<file path="src/rtl/spi_fe_pkg.sv">
// Package: shared types and defaults for the serial frame front end.
// Assumes a frame never needs more than four distinct byte positions.
package spi_fe_pkg;

    localparam int DEF_BYTE_W = 8;
    localparam int DEF_ADDR_W = 2;
    localparam int DEF_TYPE_W = 4;

    // Position of a byte within a frame; LATER saturates.
    typedef enum logic [1:0] {
        POS_FIRST  = 2'd0,
        POS_SECOND = 2'd1,
        POS_THIRD  = 2'd2,
        POS_LATER  = 2'd3
    } pos_e;

endpackage

</file>
<file path="src/rtl/spi_fe_sync.sv">
// Module: multi-stage synchroniser for a bundle of asynchronous pins.
// Assumes every bit is independent (no bus coherency needed) and
// that the reset value of 0 is harmless for every pin.
module spi_fe_sync #(
    parameter int WIDTH  = 1,
    parameter int STAGES = 2
) (
    input  logic             clk,
    input  logic             rst_n,
    input  logic [WIDTH-1:0] d,
    output logic [WIDTH-1:0] q
);

    logic [WIDTH-1:0] stg [STAGES];

    // Shift each pin through the flop chain.
    always_ff @(posedge clk) begin
        if (!rst_n) begin
            for (int i = 0; i < STAGES; i++) stg[i] <= '0;
        end else begin
            stg[0] <= d;
            for (int i = 1; i < STAGES; i++) stg[i] <= stg[i-1];
        end
    end

    assign q = stg[STAGES-1];

endmodule

</file>
<file path="src/rtl/spi_fe_rx.sv">
// Module: frame control and receive path. Detects select and clock
// edges, runs the pause state, assembles bytes MSB first, checks the
// header and strobes the later bytes.
// Assumes synchronised inputs and a serial clock at least four times
// slower than clk.
module spi_fe_rx
    import spi_fe_pkg::*;
#(
    parameter int         BYTE_W   = DEF_BYTE_W,
    parameter int         ADDR_W   = DEF_ADDR_W,
    parameter int         TYPE_W   = DEF_TYPE_W,
    parameter logic [3:0] DEV_TYPE = 4'b0101
) (
    input  logic              clk,
    input  logic              rst_n,
    input  logic              cs_s,
    input  logic              sck_s,
    input  logic              si_s,
    input  logic              hold_s,
    input  logic [ADDR_W-1:0] strap_s,
    output logic              frame_start,
    output logic              active,
    output logic              paused,
    output logic              matched,
    output logic              sck_fall,
    output logic              bit_zero,
    output pos_e              pos,
    output logic              byte_valid,
    output logic [BYTE_W-1:0] byte_data,
    output pos_e              byte_index,
    output logic              frame_end,
    output logic              frame_aligned
);

    localparam int BIT_W = $clog2(BYTE_W);
    localparam int PAD_W = BYTE_W - TYPE_W - ADDR_W;
    localparam logic [BIT_W-1:0] LAST_BIT = BIT_W'(BYTE_W - 1);

    logic              cs_d, sck_d;
    logic [BIT_W-1:0]  bit_cnt;
    logic [BYTE_W-1:0] shreg;
    logic [BYTE_W-1:0] next_byte;
    logic [BYTE_W-1:0] header;
    logic              cs_rise, sck_rise, pause_enter, pause_exit;

    // Remember the previous synchronised levels for edge detection.
    always_ff @(posedge clk) begin
        if (!rst_n) begin
            cs_d  <= 1'b0;
            sck_d <= 1'b0;
        end else begin
            cs_d  <= cs_s;
            sck_d <= sck_s;
        end
    end

    assign frame_start = cs_d & ~cs_s;
    assign cs_rise     = ~cs_d & cs_s;
    assign sck_rise    = active & ~paused & sck_s & ~sck_d;
    assign sck_fall    = active & ~paused & ~sck_s & sck_d;
    assign pause_enter = active & ~paused & ~hold_s & ~sck_s;
    assign pause_exit  = paused & hold_s & ~sck_s;
    assign next_byte   = {shreg[BYTE_W-2:0], si_s};
    assign header      = {DEV_TYPE[TYPE_W-1:0], {PAD_W{1'b0}}, strap_s};
    assign bit_zero    = (bit_cnt == '0);

    // Frame state, pause, bit/byte counting, header match and strobes.
    always_ff @(posedge clk) begin
        if (!rst_n) begin
            active        <= 1'b0;
            paused        <= 1'b0;
            matched       <= 1'b0;
            bit_cnt       <= '0;
            pos           <= POS_FIRST;
            shreg         <= '0;
            byte_valid    <= 1'b0;
            byte_data     <= '0;
            byte_index    <= POS_FIRST;
            frame_end     <= 1'b0;
            frame_aligned <= 1'b0;
        end else begin
            byte_valid <= 1'b0;
            frame_end  <= 1'b0;
            if (cs_rise) begin
                frame_end     <= active;
                frame_aligned <= bit_zero;
                active        <= 1'b0;
                paused        <= 1'b0;
            end else if (frame_start) begin
                active  <= 1'b1;
                paused  <= 1'b0;
                matched <= 1'b0;
                bit_cnt <= '0;
                pos     <= POS_FIRST;
            end else if (active) begin
                if (pause_enter)     paused <= 1'b1;
                else if (pause_exit) paused <= 1'b0;
                if (sck_rise) begin
                    shreg   <= next_byte;
                    bit_cnt <= bit_cnt + 1'b1;
                    if (bit_cnt == LAST_BIT) begin
                        bit_cnt <= '0;
                        if (pos == POS_FIRST) matched <= (next_byte == header);
                        else                  byte_valid <= matched;
                        byte_data  <= next_byte;
                        byte_index <= pos;
                        if (pos != POS_LATER) pos <= pos_e'(pos + 2'd1);
                    end
                end
            end
        end
    end

    AST_VALID_NEEDS_MATCH: assert property (@(posedge clk) disable iff (!rst_n)
        byte_valid |-> matched);
    AST_NO_HEADER_STROBE: assert property (@(posedge clk) disable iff (!rst_n)
        byte_valid |-> byte_index != POS_FIRST);
    AST_PAUSE_FREEZE: assert property (@(posedge clk) disable iff (!rst_n)
        paused |-> $stable(bit_cnt) && $stable(shreg));
    AST_END_SINGLE: assert property (@(posedge clk) disable iff (!rst_n)
        frame_end |=> !frame_end);

endmodule

</file>
<file path="src/rtl/spi_fe_tx.sv">
// Module: transmit path. Loads the engine's read byte on the first
// serial-clock fall after the second byte and shifts it out MSB first.
// Assumes rd_data is stable from the second byte's strobe to that fall.
module spi_fe_tx
    import spi_fe_pkg::*;
#(
    parameter int BYTE_W = DEF_BYTE_W
) (
    input  logic              clk,
    input  logic              rst_n,
    input  logic              frame_start,
    input  logic              sck_fall,
    input  logic              bit_zero,
    input  pos_e              pos,
    input  logic              active,
    input  logic              matched,
    input  logic              paused,
    input  logic [BYTE_W-1:0] rd_data,
    output logic              so_out,
    output logic              so_oe
);

    logic [BYTE_W-1:0] tx_sh;

    // Clear at frame start, load the read byte or shift on each fall.
    always_ff @(posedge clk) begin
        if (!rst_n)                                       tx_sh <= '0;
        else if (frame_start)                             tx_sh <= '0;
        else if (sck_fall && bit_zero && pos == POS_THIRD) tx_sh <= rd_data;
        else if (sck_fall)                                tx_sh <= {tx_sh[BYTE_W-2:0], 1'b0};
    end

    assign so_oe  = active & matched & ~paused;
    assign so_out = so_oe & tx_sh[BYTE_W-1];

endmodule

</file>
<file path="src/rtl/spi_frame_front.sv">
// Module: top of the serial frame front end. Synchronises the pins and
// wires the receive and transmit paths together.
// Assumes clk runs at least eight times faster than the serial clock.
module spi_frame_front
    import spi_fe_pkg::*;
#(
    parameter int         BYTE_W      = DEF_BYTE_W,
    parameter int         ADDR_W      = DEF_ADDR_W,
    parameter int         TYPE_W      = DEF_TYPE_W,
    parameter logic [3:0] DEV_TYPE    = 4'b0101,
    parameter int         SYNC_STAGES = 2
) (
    input  logic              clk,
    input  logic              rst_n,
    input  logic              cs_n_i,
    input  logic              sck_i,
    input  logic              si_i,
    input  logic              hold_n_i,
    input  logic [ADDR_W-1:0] strap_i,
    input  logic [BYTE_W-1:0] rd_data_i,
    output logic              so_o,
    output logic              so_oe_o,
    output logic              byte_valid_o,
    output logic [BYTE_W-1:0] byte_data_o,
    output logic [1:0]        byte_index_o,
    output logic              addr_match_o,
    output logic              frame_end_o,
    output logic              frame_aligned_o
);

    localparam int PIN_W = 4 + ADDR_W;

    logic [PIN_W-1:0]  pins_s;
    logic              cs_s, sck_s, si_s, hold_s;
    logic [ADDR_W-1:0] strap_s;
    logic              frame_start, active, paused, matched, sck_fall, bit_zero;
    pos_e              pos, byte_index;

    spi_fe_sync #(.WIDTH(PIN_W), .STAGES(SYNC_STAGES)) u_sync (
        .clk   (clk),
        .rst_n (rst_n),
        .d     ({cs_n_i, sck_i, si_i, hold_n_i, strap_i}),
        .q     (pins_s)
    );

    assign {cs_s, sck_s, si_s, hold_s, strap_s} = pins_s;

    spi_fe_rx #(
        .BYTE_W(BYTE_W), .ADDR_W(ADDR_W), .TYPE_W(TYPE_W), .DEV_TYPE(DEV_TYPE)
    ) u_rx (
        .clk           (clk),
        .rst_n         (rst_n),
        .cs_s          (cs_s),
        .sck_s         (sck_s),
        .si_s          (si_s),
        .hold_s        (hold_s),
        .strap_s       (strap_s),
        .frame_start   (frame_start),
        .active        (active),
        .paused        (paused),
        .matched       (matched),
        .sck_fall      (sck_fall),
        .bit_zero      (bit_zero),
        .pos           (pos),
        .byte_valid    (byte_valid_o),
        .byte_data     (byte_data_o),
        .byte_index    (byte_index),
        .frame_end     (frame_end_o),
        .frame_aligned (frame_aligned_o)
    );

    spi_fe_tx #(.BYTE_W(BYTE_W)) u_tx (
        .clk         (clk),
        .rst_n       (rst_n),
        .frame_start (frame_start),
        .sck_fall    (sck_fall),
        .bit_zero    (bit_zero),
        .pos         (pos),
        .active      (active),
        .matched     (matched),
        .paused      (paused),
        .rd_data     (rd_data_i),
        .so_out      (so_o),
        .so_oe       (so_oe_o)
    );

    assign byte_index_o = byte_index;
    assign addr_match_o = matched;

    AST_OE_OFF_AT_END: assert property (@(posedge clk) disable iff (!rst_n)
        frame_end_o |-> !so_oe_o);

endmodule

</file>
<file path="config.mk">
export PLATFORM = sky130hd
export DESIGN_NAME = spi_frame_front
export DESIGN_NICKNAME = d
export VERILOG_FILES = /design/src/rtl/spi_fe_pkg.sv /design/src/rtl/spi_fe_sync.sv /design/src/rtl/spi_fe_rx.sv /design/src/rtl/spi_fe_tx.sv /design/src/rtl/spi_frame_front.sv
export SDC_FILE = /design/constraint.sdc
export NUM_CORES = 1
export LEC_CHECK = 0
export BUFFER_PORTS_ARGS = -buffer_cell sky130_fd_sc_hd__clkbuf_2
export CAP_MARGIN = 0
export CORE_MARGIN = 2
export CORE_UTILIZATION = 50
export CTS_CLUSTER_SIZE = 25
export DETAILED_ROUTE_END_ITERATION = 10
export GPL_ROUTABILITY_DRIVEN = 1
export PLACE_DENSITY = 0.71
export SETUP_SLACK_MARGIN = 0.5
export SYNTH_ARGS = -nofsm -noshare
export SYNTH_HDL_FRONTEND = slang
export SYNTH_HIERARCHICAL = 1
export SYNTH_SLANG_ARGS = --single-unit
</file>
<file path="constraint.sdc">
create_clock -name clk -period 4.7 [get_ports clk]
set_clock_uncertainty 0.1 [all_clocks]
set_input_delay 0.94 -clock clk [delete_from_list [all_inputs] [get_ports clk]]
set_output_delay 0.94 -clock clk [all_outputs]
set_load 0.01 [all_outputs]
</file>
==> impl_results.md <==
- Outcome: complete, no violations
- H-tree depth: 2
- Peak supply drop: 0.0002434 V
- DR WL/cell: 11.58 µm
- Syn avg cell area: 10.07 µm²
- Die footprint: 4810 µm²
- Leakage power: 1.000 nW
- Drt pass-1 iters: 4
- Routability cong.: 0.7756
- CP Cell Sequence: nand2_1, nor2_1, and2_1, clkbuf_2
- Placed Cells: 276
- Final WS setup: 2.483 ns
- Cts-stage hold buffer count: 0
- Initial Util: 52.64%
- Max stage delay on crit path: 0.44 ns
- Max-Cap Viols: 0
- P per Cell Area: 303.4 nW/µm²
- Final worst-path cycle share: 47.17%
- Synth top area share: 46.87%
- CP max FO: 7
- Resized Gates After CTS: 0
- CTS root buf: clkbuf_8
- Synthesized flop and latch total: 50
- Worst Path Arrival: 1.18 ns
- Synth top area cells: dfxtp_1 (47%), mux2i_1 (8.4%), ha_1 (4.1%)
- CTS tree: yes
- DR iter-0 viols: 99
- Min-delay worst type: reg2reg
- Clk_lat worst skew: 0.30 ns
- Sink Count: 50
- Clock Tree Buf Depth: 2
- IO buf count: 31
- # diodes: 0
- Congestion Overflow GR: 0
- Syn nets: 235
- Die Wd: 69.36 µm
- WHS Endpoint: u_rx/paused
- Synthesis-to-layout area growth: 9.080%
- Post-CTS setup buffers: 0
- Final Hold Fails: 0
- Antenna violations before repair: 0
- Max Clock Freq: 451.1 MHz
- CP Launch Type: flop
- Number of global-route vias before repair: 1219
- Final setup viols: 0
- Final wirelength: 3.289 mm
- Required time worst endpoint: 3.66 ns
- Final ANT Viol Nets: 0
- Reg2reg path depth: 5
- Reg2reg start: u_sync/stg[0][11]
- Register area share after synthesis: 46.87%
- Netlist cell types: 39
- Post-route insts no fill: 284
- CTS Buf Count: 5
- Row count: 23
- Most common cell after layout, fill and taps aside: dfxtp_1
- Yosys warns: 6
- Drc violations: 0
- Most frequent cells in the layout: dfxtp_1 (50), clkbuf_2 (31), mux2i_1 (18), nor2_1 (15), nor2b_1 (14)
- Worst R2R Setup Slack: 2.67 ns
- Vias per cell: 5.155
- Min Tclk post-route: 2.217 ns
- Setup TNS: 0 ns
- Worst Setup End Kind: output pin
- Die Y: 69.36 µm
- Core Box Area: 4058 µm²
- Clock transition at the registers of the reported paths: 0.09 ns
- Synth area leader: dfxtp_1
- GRT Total Usage: 14.32%
- RSZ-0062 raised after global routing: false
- Fraction of layout instances using a drive strength above 1: 23.08%
- Hold Crit Depth: 1
- Max Slew Vio Count: 0
- Worst-margin pin slew: 0.7214 ns
- Pin count of the biggest net entering global routing: 45
- Worst hold path startpoint: u_sync/stg[0][8]
- Reg2reg end: u_rx/byte_data[7]
- I/O pin count: 32
- Final net count: 256
- Relative slew slack: 51.77%
- Pre-CTS setup slack: 2.433 ns
- DR vias: 1464
- CP max stage cell: dfxtp_1
- Global-route wire length before repair: 5.651 mm
- Netlist Area Pre-Place: 2136 µm²
- Setup CP Type: reg2out
- Post-Synthesis Cells: 212
[flip-flops by register name, indices dropped and copies added, names as in the netlist, 2 cells and up]
| name | cells |
|---|---|
| u_rx/byte_index | 2 |
| u_rx/pos | 2 |
| u_sync/stg | 12 |
| u_rx/byte_data | 8 |
| u_rx/shreg | 7 |
| u_rx/bit_cnt | 3 |
| u_tx/tx_sh | 8 |
[worst max-delay path by stage]
stage / startpoint / endpoint / slack (ns) / depth (start not counted)
floorplan: u_rx/matched / so_o / 2.82 / 3
global placement: rst_n / u_tx/tx_sh[2] / 2.44 / 3
detailed placement: rst_n / u_tx/tx_sh[2] / 2.43 / 3
CTS: u_rx/active / so_o / 2.45 / 4
global route: u_rx/active / so_o / 2.37 / 4
finish: u_rx/active / so_o / 2.48 / 4
[through the flow]
step                      instance area [µm²]  utilization [%]  hold slack [ns]  power (mW)
after floorplan                          2136                -           0.3119      0.4670
after global placement                   2240            55.20           0.3148      0.4739
after detailed placement                 2240            55.20           0.3184      0.4743
after CTS                                2330            57.42           0.3319      0.7168
after global routing                     2330            57.42           0.3425      0.7395
final                                    2330            57.42           0.3307      0.7068
[cells by family (layout without fill, tap and decap cells)]
kind of cell,Yosys count,count (layout),share of synthesized area (%)
buf+inv,26,48,7.381
mux,18,18,8.436
compound gates,28,28,10.02
fa+ha+maj,7,7,4.101
xor+xnor,2,2,0.8203
simple gates,81,81,22.38
flops,50,50,46.87
[Yosys cell counts, drive strengths merged]
cell and instances:
ha 7, nand3b 1, or3b 2, nor2 15, mux2i 18, a211oi 7, o21bai 1, a21oi 1
dlymetal6s2s 1, o31ai 1, nand2b 3, and4bb 1, nor2b 14, buf 12, a2111oi 1, xnor2 2
nand2 12, a21boi 11, nand4b 2, a2bb2oi 1, o21ai 2, o211ai 1, nand3 11, and3 1
nor4bb 1, and2 15, a31oi 2, inv 8, or4 2, clkbuf 5, dfxtp 50, nor4 1
[where the power goes]
part	leakage, nW	switching (mW)	internal (mW)	total [mW]
Sequential	0.406	0.00325	0.430	0.433
Clock	0.0441	0.138	0.105	0.243
Combinational	0.550	0.0145	0.0163	0.0308
Total	1.00	0.156	0.551	0.707
[routing by layer]
metal	share of wire, %	GRT usage [%]
met1	50	19.53
met2	43	21.05
met3	4.8	3.924
met4	1.9	6.536
met5	0	0
[area by class of cell]
class / count / area [µm²]
well taps: 50 / 62.56
inverters: 8 / 30.03
flip-flops and latches: 50 / 1001
clock buffers: 5 / 68.82
multi-input cells: 136 / 983.4
clock inverters: 3 / 21.27
repair buffers: 32 / 162.7
fillers: 354 / 1728
[worst max-delay path, delay by kind of cell (launching register included)]
family                 cells  cell delay (ns)
DFF                        1             0.44
and+or+nand+nor            3             0.31
buffers and inverters      1             0.12
(Power assumes the default switching activity.)
